**config.mk**
```make
export PLATFORM = sky130hd
export DESIGN_NAME = oneshot_pulse_timer
export DESIGN_NICKNAME = d
export VERILOG_FILES = /design/src/rtl/otp_pkg.sv /design/src/rtl/otp_sync_edge.sv /design/src/rtl/otp_prescale.sv /design/src/rtl/otp_core.sv /design/src/rtl/oneshot_pulse_timer.sv
export SDC_FILE = /design/constraint.sdc
export NUM_CORES = 1
export LEC_CHECK = 0
export BUFFER_PORTS_ARGS = -buffer_cell sky130_fd_sc_hd__buf_2
export CAP_MARGIN = 20
export CORE_UTILIZATION = 25
export CTS_CLUSTER_SIZE = 8
export DETAILED_ROUTE_END_ITERATION = 6
export HOLD_SLACK_MARGIN = 0.06
export PLACE_DENSITY = 0.48
export SYNTH_ARGS = -nofsm -noshare
export SYNTH_HDL_FRONTEND = slang
export SYNTH_HIERARCHICAL = 1
export SYNTH_SLANG_ARGS = --single-unit
```
**constraint.sdc**
```tcl
create_clock -name clk -period 5.5 [get_ports clk]
set_clock_uncertainty 0.05 [all_clocks]
set_input_delay 0.55 -clock clk [delete_from_list [all_inputs] [get_ports clk]]
set_output_delay 0.55 -clock clk [all_outputs]
set_load 0.02 [all_outputs]
```
**src/rtl/otp_pkg.sv**
```systemverilog
package otp_pkg;
   // control word bit positions
   localparam int B_MODE    = 0;
   localparam int B_TRIG    = 1;
   localparam int B_EDGE    = 2;
   localparam int B_PRE     = 4;
   localparam int B_OE      = 6;
   localparam int B_INIT    = 7;
   localparam int B_EN1     = 9;
   localparam int B_OVF     = 10;
   localparam int CTRL_BITS = 11;

   // word addresses
   localparam logic [1:0] ADDR_CTRL  = 2'd0;
   localparam logic [1:0] ADDR_CMP0  = 2'd1;
   localparam logic [1:0] ADDR_CMP1  = 2'd2;
   localparam logic [1:0] ADDR_COUNT = 2'd3;

   typedef enum logic [1:0] {
      EDGE_RISE = 2'b00,
      EDGE_FALL = 2'b01,
      EDGE_BOTH = 2'b10,
      EDGE_NONE = 2'b11
   } edge_sel_e;

   typedef enum logic [1:0] {
      TICK_DIV1  = 2'b00,
      TICK_DIVA  = 2'b01,
      TICK_DIVB  = 2'b10,
      TICK_OFF   = 2'b11
   } tick_sel_e;
endpackage

```
**src/rtl/otp_sync_edge.sv**
```systemverilog
module otp_sync_edge import otp_pkg::*; #(
   parameter int STAGES = 2
) (
   input  logic      clk,
   input  logic      rst_n,
   input  logic      trig_async,
   input  edge_sel_e edge_sel,
   output logic      fire
);
   if (STAGES < 2) begin : g_bad_stages
      $error("otp_sync_edge: STAGES must be at least 2");
   end

   logic [STAGES-1:0] chain;
   logic              prev;
   logic              rise, fall;

   always_ff @(posedge clk or negedge rst_n) begin
      if (!rst_n) begin
         chain <= '0;
         prev  <= 1'b0;
      end else begin
         chain <= {chain[STAGES-2:0], trig_async};
         prev  <= chain[STAGES-1];
      end
   end

   assign rise = chain[STAGES-1] & ~prev;
   assign fall = ~chain[STAGES-1] & prev;

   always_comb begin
      unique case (edge_sel)
         EDGE_RISE: fire = rise;
         EDGE_FALL: fire = fall;
         EDGE_BOTH: fire = rise | fall;
         default:   fire = 1'b0;
      endcase
   end
endmodule

```
**src/rtl/otp_prescale.sv**
```systemverilog
module otp_prescale import otp_pkg::*; #(
   parameter int SHIFT_A = 2,
   parameter int SHIFT_B = 4
) (
   input  logic      clk,
   input  logic      rst_n,
   input  logic      restart,
   input  tick_sel_e sel,
   output logic      tick
);
   if (SHIFT_A < 1 || SHIFT_B <= SHIFT_A) begin : g_bad_shift
      $error("otp_prescale: need 1 <= SHIFT_A < SHIFT_B");
   end

   logic [SHIFT_B-1:0] div_q;

   always_ff @(posedge clk or negedge rst_n) begin
      if (!rst_n)       div_q <= '0;
      else if (restart) div_q <= '0;
      else              div_q <= div_q + 1'b1;
   end

   always_comb begin
      unique case (sel)
         TICK_DIV1: tick = 1'b1;
         TICK_DIVA: tick = &div_q[SHIFT_A-1:0];
         TICK_DIVB: tick = &div_q;
         default:   tick = 1'b0;
      endcase
   end
endmodule

```
**src/rtl/otp_core.sv**
```systemverilog
module otp_core #(
   parameter int W = 16
) (
   input  logic         clk,
   input  logic         rst_n,
   input  logic         mode,
   input  logic         start,
   input  logic         tick,
   input  logic [W-1:0] cmp0,
   input  logic [W-1:0] cmp1,
   input  logic         en1,
   input  logic         init_load,
   input  logic         init_val,
   output logic [W-1:0] count,
   output logic         running,
   output logic         flop,
   output logic         wrap
);
   logic         step;
   logic [W-1:0] next;
   logic         hit0, hit1;

   assign step = mode && running && tick && !start;
   assign next = count + 1'b1;
   assign hit0 = step && (next == cmp0);
   assign hit1 = step && en1 && (next == cmp1);
   assign wrap = step && (count == '1);

   always_ff @(posedge clk or negedge rst_n) begin
      if (!rst_n) begin
         count   <= '0;
         running <= 1'b0;
      end else if (!mode) begin
         count   <= '0;
         running <= 1'b0;
      end else if (start) begin
         count   <= '0;
         running <= 1'b1;
      end else if (step) begin
         count   <= next;
      end
   end

   always_ff @(posedge clk or negedge rst_n) begin
      if (!rst_n)            flop <= 1'b0;
      else if (init_load)    flop <= init_val;
      else if (hit0 ^ hit1)  flop <= ~flop;
   end
endmodule

```
**src/rtl/oneshot_pulse_timer.sv**
```systemverilog
module oneshot_pulse_timer import otp_pkg::*; #(
   parameter int CNT_W       = 16,
   parameter int SYNC_STAGES = 2,
   parameter int PRE_SHIFT_A = 2,
   parameter int PRE_SHIFT_B = 4
) (
   input  logic             clk,
   input  logic             rst_n,
   input  logic             reg_we,
   input  logic [1:0]       reg_addr,
   input  logic [CNT_W-1:0] reg_wdata,
   output logic [CNT_W-1:0] reg_rdata,
   input  logic             trig_in,
   output logic             pulse_out
);
   if (CNT_W <= CTRL_BITS) begin : g_bad_width
      $error("oneshot_pulse_timer: CNT_W must exceed the control word width");
   end

   logic             mode_q, oe_q, en1_q, ovf_q;
   edge_sel_e        edge_q;
   tick_sel_e        pre_q;
   logic [CNT_W-1:0] cmp0_q, cmp1_q, count_q;
   logic             ctrl_wr, mode_now, ext_fire, start, tick;
   logic             running, wrap, flop, init_load;
   logic             wdata_unused;

   assign wdata_unused = ^reg_wdata[CNT_W-1:CTRL_BITS];
   assign ctrl_wr   = reg_we && (reg_addr == ADDR_CTRL);
   assign mode_now  = ctrl_wr ? reg_wdata[B_MODE] : mode_q;
   assign start     = mode_now && (ext_fire || (ctrl_wr && reg_wdata[B_TRIG]));
   assign init_load = ctrl_wr && (reg_wdata[B_INIT+1] ^ reg_wdata[B_INIT]);

   always_ff @(posedge clk or negedge rst_n) begin
      if (!rst_n) begin
         mode_q <= 1'b0;
         oe_q   <= 1'b0;
         en1_q  <= 1'b0;
         edge_q <= EDGE_RISE;
         pre_q  <= TICK_DIV1;
         cmp0_q <= '1;
         cmp1_q <= '1;
      end else if (reg_we) begin
         unique case (reg_addr)
            ADDR_CTRL: begin
               mode_q <= reg_wdata[B_MODE];
               oe_q   <= reg_wdata[B_OE];
               en1_q  <= reg_wdata[B_EN1];
               edge_q <= edge_sel_e'(reg_wdata[B_EDGE +: 2]);
               pre_q  <= tick_sel_e'(reg_wdata[B_PRE +: 2]);
            end
            ADDR_CMP0: if (reg_wdata != '0) cmp0_q <= reg_wdata;
            ADDR_CMP1: if (reg_wdata != '0) cmp1_q <= reg_wdata;
            default: ;
         endcase
      end
   end

   always_ff @(posedge clk or negedge rst_n) begin
      if (!rst_n)                          ovf_q <= 1'b0;
      else if (wrap)                       ovf_q <= 1'b1;
      else if (ctrl_wr && reg_wdata[B_OVF]) ovf_q <= 1'b0;
   end

   always_comb begin
      reg_rdata = '0;
      unique case (reg_addr)
         ADDR_CTRL: begin
            reg_rdata[B_MODE]       = mode_q;
            reg_rdata[B_EDGE +: 2]  = edge_q;
            reg_rdata[B_PRE +: 2]   = pre_q;
            reg_rdata[B_OE]         = oe_q;
            reg_rdata[B_EN1]        = en1_q;
            reg_rdata[B_OVF]        = ovf_q;
         end
         ADDR_CMP0:  reg_rdata = cmp0_q;
         ADDR_CMP1:  reg_rdata = cmp1_q;
         default:    reg_rdata = count_q;
      endcase
   end

   otp_sync_edge #(.STAGES(SYNC_STAGES)) u_sync (
      .clk(clk), .rst_n(rst_n), .trig_async(trig_in), .edge_sel(edge_q), .fire(ext_fire)
   );

   otp_prescale #(.SHIFT_A(PRE_SHIFT_A), .SHIFT_B(PRE_SHIFT_B)) u_pre (
      .clk(clk), .rst_n(rst_n), .restart(start), .sel(pre_q), .tick(tick)
   );

   otp_core #(.W(CNT_W)) u_core (
      .clk(clk), .rst_n(rst_n), .mode(mode_now), .start(start), .tick(tick),
      .cmp0(cmp0_q), .cmp1(cmp1_q), .en1(en1_q),
      .init_load(init_load), .init_val(reg_wdata[B_INIT+1]),
      .count(count_q), .running(running), .flop(flop), .wrap(wrap)
   );

   assign pulse_out = oe_q & flop;
endmodule

```
# Yosys cells after proc, flatten, opt, wreduce, memory -nomap -nowiden
# Index checks and enable logic that the tools add are counted.
# totals
regBits,65
inputBits,22
out_inout_bits,17
wordCells,80
# classes
n_addsub,2
eq_ne,11
n_mux,19
bitwise_logic,9
reduce_logical,25
# op_table
cell,count
16-bit 2-to-1 mux,3
16-bit == test,2
5-bit one-hot mux with 3 select lines,2
16-bit by 1-bit adder with 16-bit output (second input constant),1
16-bit == test (second input constant),1
16-bit nonzero test,1
1-bit logical AND,12
1-bit one-hot mux with 3 select lines,4
2-bit one-hot mux with 3 select lines,2
1-bit 2-to-1 mux,7
2-bit by 1-bit == test with 1-bit output (second input constant),3
2-bit == test (second input constant),3
2-bit logical NOT,3
3-bit AND reduction,2
4-bit by 1-bit adder with 4-bit output (second input constant),1
4-bit 2-to-1 mux,1
2-bit AND reduction,2
4-bit AND reduction,1
2-bit nonzero test,2
1-bit AND,3
3-bit by 1-bit inequality test with 1-bit output (second input constant),1
1-bit inverter,3
2-bit by 1-bit inequality test with 1-bit output (second input constant),1
1-bit XOR,2
3 further kinds,3

# Longest topological paths before layout
# depth
word_depth,13
depth_mapped,14
depth_no_buf,13

# Cells and area by module
# The synthesis kept the hierarchy.
# by_module_without_submodules
module,instances,cells_per_inst,area_each_um2,seq_area_each_um2
oneshot_pulse_timer,1,126,1991.9,1041.0
otp_core,1,214,1795.5,450.4
otp_prescale,1,16,192.7,100.1
otp_sync_edge,1,10,130.1,75.1

# Worst setup path before layout
# Ideal clock, no wire load.
# synth_timing
path_type,input to register
start,input port reg_addr[1]
end,register u_core.flop
setup_time_ps,126
arrival_ps,2894
required_time_ps,5324
path_slack_ps,2430
path_stages,11
n_path_buf,1
cell_sequence,nor3b_2 > mux2_2 > and2_1 > nand2b_1 > clkbuf_1 > nor4_1 > nand4_1 > nand4b_1 > and3b_1 > o21ai_1 > nand3_1
# synth_via
elab_cells_between_ends,17
classes_between,mux (2); bitwise (1); reduce/logical (14)
# synth_rtl
element,line_no,text
from (decl),oneshot_pulse_timer.sv:10,"input logic [1:0] reg_addr,"
2-bit logical NOT *,oneshot_pulse_timer.sv:29,assign ctrl_wr = reg_we && (reg_addr == ADDR_CTRL);
1-bit logical AND *,oneshot_pulse_timer.sv:29,
1-bit 2-to-1 mux *,oneshot_pulse_timer.sv:30,assign mode_now = ctrl_wr ? reg_wdata[B_MODE] : mode_q;
via mode_now,oneshot_pulse_timer.sv:24,"logic ctrl_wr, mode_now, ext_fire, start, tick;"
1-bit logical AND *,oneshot_pulse_timer.sv:31,assign start = mode_now && (ext_fire || (ctrl_wr && reg_wdata[B_TRIG]));
via start,oneshot_pulse_timer.sv:24,
1-bit logical NOT *,otp_core.sv:23,assign step = mode && running && tick && !start;
1-bit logical AND *,otp_core.sv:23,
1-bit logical AND (2 in series),otp_core.sv:26,assign hit1 = step && en1 && (next == cmp1);
1-bit XOR *,otp_core.sv:47,else if (hit0 ^ hit1) flop <= ~flop;
2-bit nonzero test (no line) *,--,
to (signal assigned),otp_core.sv:46,else if (init_load) flop <= init_val;
to (signal assigned),otp_core.sv:47,
to (decl),otp_core.sv:16,"output logic flop,"
# Mark *: on every way through the listed nets, which the timed path passes. The rest lies on a longest branch.
# A chain may end at the register's enable or synchronous reset.

# Worst setup path after layout
# layout_timing
start,input port reg_addr[0]
end,register u_core.flop
# layout_via
elab_chain_len,11
elab_cells_between_ends,17
classes_between,mux (2); bitwise (1); reduce/logical (14)
# layout_rtl
element,line_no
2-bit logical NOT *,oneshot_pulse_timer.sv:29
1-bit logical AND *,oneshot_pulse_timer.sv:29
1-bit logical AND,oneshot_pulse_timer.sv:31
1-bit logical OR,oneshot_pulse_timer.sv:31
1-bit logical AND *,oneshot_pulse_timer.sv:31
via start,oneshot_pulse_timer.sv:24
1-bit logical NOT *,otp_core.sv:23
1-bit logical AND *,otp_core.sv:23
1-bit logical AND (2 in series),otp_core.sv:26
1-bit XOR *,otp_core.sv:47
2-bit nonzero test (no line) *,--
# Marks and branches as above.

==> flow_summary.yaml <==
synth:
  netlist.area_leader.share: 0.205
  yosys-top-cells-area: "dfstp_2 (20%), dfrtp_1 (20%), mux2_2 (13%)"
  synthFlopType: "dfrtp_1"
  ys_ff_latch: 65
  syn_inst: 366
  yosysMostFrequentCell: "mux2_2"
  postSynthAreaPerCell_um2: 11.2
  yosysWarnings: 6
  syn_area_mm2: 0.00411
  yosysUniqueCellTypes: 61
  synth-async-reset-ratio: 1.00
  synth_edf_count: 0
  yosysTopAreaCell: "dfstp_2"
  syn-num-nets: 392
  ys_top_cells_by_count: "mux2_2 (47), dfrtp_1 (33), dfstp_2 (32), xor2_1 (27), nor2_1 (25)"
  yosysSeqAreaShare: 0.405
clock_tree:
  cts-resized-gates: 0
  clk_pin_slew_ps: 50
  cts_sinks: 65
  cts_tree: "built"
  htreeDepth: 3
  cts-root-buf: "clkbuf_16"
  cts_setup_buffers: 0
  clk_latency_ps: 340
  clockBufferDepth: 2
  numCtsBuffers: 9
  cts_hold_buf: 0
finish:
  final_cell_area_mm2: 0.00473
  nets: 422
  antennaDiodeCount: 0
  finalNonFillerCells: 616
  final_util: 0.297
  fillers: 1665
  drive_gt1_frac: 0.385
  areaGrowthSynthToFinish_pct: 15.2
power:
  internal_power_mw: 1.07
  leakage_nw: 1.92
  net-switching-power_mw: 0.479
  peakVddDrop_mv: 0.167
  p_seq_frac: 0.436
  p_comb_frac: 0.230
  clock_power_share: 0.334
  swShare: 0.310
  cellPowerDensity_mw_per_mm2: 326
critical_path:
  critPathLaunchType: "input pin"
  path_max_fanout: 20
  crit_type: "input pin to flip-flop"
  cp-end-kind: "flip-flop"
  critPathRequiredTime_ps: 5670
  worst_ep_arrival_time_ps: 3370
timing:
  hold_violations: 0
  fmax_mhz: 312
  slew_viol_final: 0
  setup_ws_ps: 2300
  setup_violations: 0
  slew_headroom: 0.400
  fin_crit_ps: 3200
  rsz0062_at_grt: "no"
  finalCritPeriodShare: 0.582
  worst_slew_pin_slew_ps: 891
  setup_tns_ps: 0
drt:
  routedWlPerCell_um: 18.5
  first_iter_violations: 170
  drc: 0
  via_per_inst: 4.82
  drtAntennaViolNets: 0
  num_vias: 2971
  dr.pass1.iters: 4
  wirelength_mm: 11.4
grt:
  grtUsageMet3: 0.0279
  grt_pass1_vias: 2979
  antenna_found_initial: 0
  grt_use_met1: 0.198
  grt_start_max_net_pins: 66
  grtUsageTotal: 0.146
  gr-total-overflow: 0
  grt_busiest_layer: "met2"
  grt_pass1_wl_mm: 17.8
  grt.met2_usage: 0.230
run_status:
  status: "finished clean"
placement:
  routabilityCongestion: 0.834
  io_buffer_count: 38
  dp_cells: 601
  hpwlAfterDp_mm: 8.47
  place_area_mm2: 0.00447
  place_ws_ps: 1920
floorplanning:
  start_util: 0.258
  pin_count: 39
  fp-row-count: 46
  dieWidth_um: 130
  die_y_um: 130
  core_area_mm2: 0.0159
  die_area_mm2: 0.0170
hold_path:
  hold_path.class: "input pin to flip-flop"
job:
  cap_violations: 0
area by class of cell:
type	instances	area [um2]	share of cell area
clock buffers	10	229	0.0484
clock inverters	5	33.8	0.00714
repair buffers	41	213	0.0449
multi-input cells	275	2310	0.487
inverters	4	15.0	0.00317
flip-flops and latches	65	1670	0.352
well taps	216	270	0.0571
through the flow:
| stage | total power [mW] | hold slack (ps) |
|---|---|---|
| detailed placement | 1.04 | 294 |
| CTS | 1.57 | 252 |
| global route | 1.62 | 255 |
| finish | 1.55 | 265 |
| floorplan | 0.908 | 204 |
| global placement | 1.04 | 290 |
power groups by stage:
| stage | clock (mW) | sequential (mW) | combinational, mW |
|---|---|---|---|
| after floorplan | 0 | 0.646 | 0.262 |
| after detailed placement | 0 | 0.682 | 0.359 |
| after CTS | 0.532 | 0.674 | 0.361 |
| after global routing | 0.550 | 0.685 | 0.385 |
| after global placement | 0 | 0.678 | 0.358 |
| final | 0.516 | 0.674 | 0.355 |
cell families (layout without fill, tap and decap cells):
family,count (synthesis),in the layout,share of synthesized area
AOI/OAI and AO/OA,38,38,0.0648
xor gates and xnor gates,55,55,0.129
adders and majority gates,4,4,0.0122
buffers and inverters,26,60,0.0335
DFF,65,65,0.405
muxes,58,58,0.181
and+or+nand+nor,120,120,0.174
worst max-delay path, cell delays in order:
cell      delay [ps]
buf_2            470
nor3b_2          130
buf_4            200
a21o_1           180
and2_1           220
nand2b_1         160
buf_4            210
nor4_1           370
nand4_1          120
nand4b_1         270
and3b_1          240
o21ai_1          130
nand3_1           90
state kept, by name (all words and copies together), names as in the netlist, 2 cells and up:
signal	flops
u_core/count	16
cmp1_q	16
u_pre/div_q	4
edge_q	2
pre_q	2
u_sync/chain	2
cmp0_q	16
per-layer routing:
layer,routed length [um],vias up,part of all wire
li1,-,1388,-
met1,5360,1508,0.47
met2,5370,61,0.47
met3,534,14,0.047
met4,163,0,0.014
met5,0,-,0
path summary, 6_finish.rpt:
check	start	end	slack (ps)	depth (start not counted)
max	reg_addr[0]	u_core/flop	2300	13
min	trig_in	u_sync/chain[0]	270	1
max reg2reg	u_pre/div_q[0]	u_core/flop	2370	10
min reg2reg	u_sync/chain[0]	u_sync/chain[1]	310	0
max in group asynchronous	rst_n	u_core/count[13]	4510	2
min in group asynchronous	rst_n	u_pre/div_q[2]	360	2
cell usage in the layout, fill, tap and decap left out, types with 3 or more instances in the layout:
cell type and instances:
buf_2 38, dfrtp_1 33, dfstp_2 32, ha_1 4, nor2_1 25, mux2_2 47, or3_1 4, nand2b_1 5
mux4_2 8, nand4_1 7, nor3_1 6, xnor2_1 24, clkbuf_16 9, o21ai_0 4, nand2_1 16, xor2_1 27
nor2b_1 7, a21oi_1 9, and2_1 4, inv_1 4, nor4_1 11, a22o_1 8, nor3b_1 3, buf_4 3
nand3_1 12
Note: power is estimated with default switching activity, not from simulation.
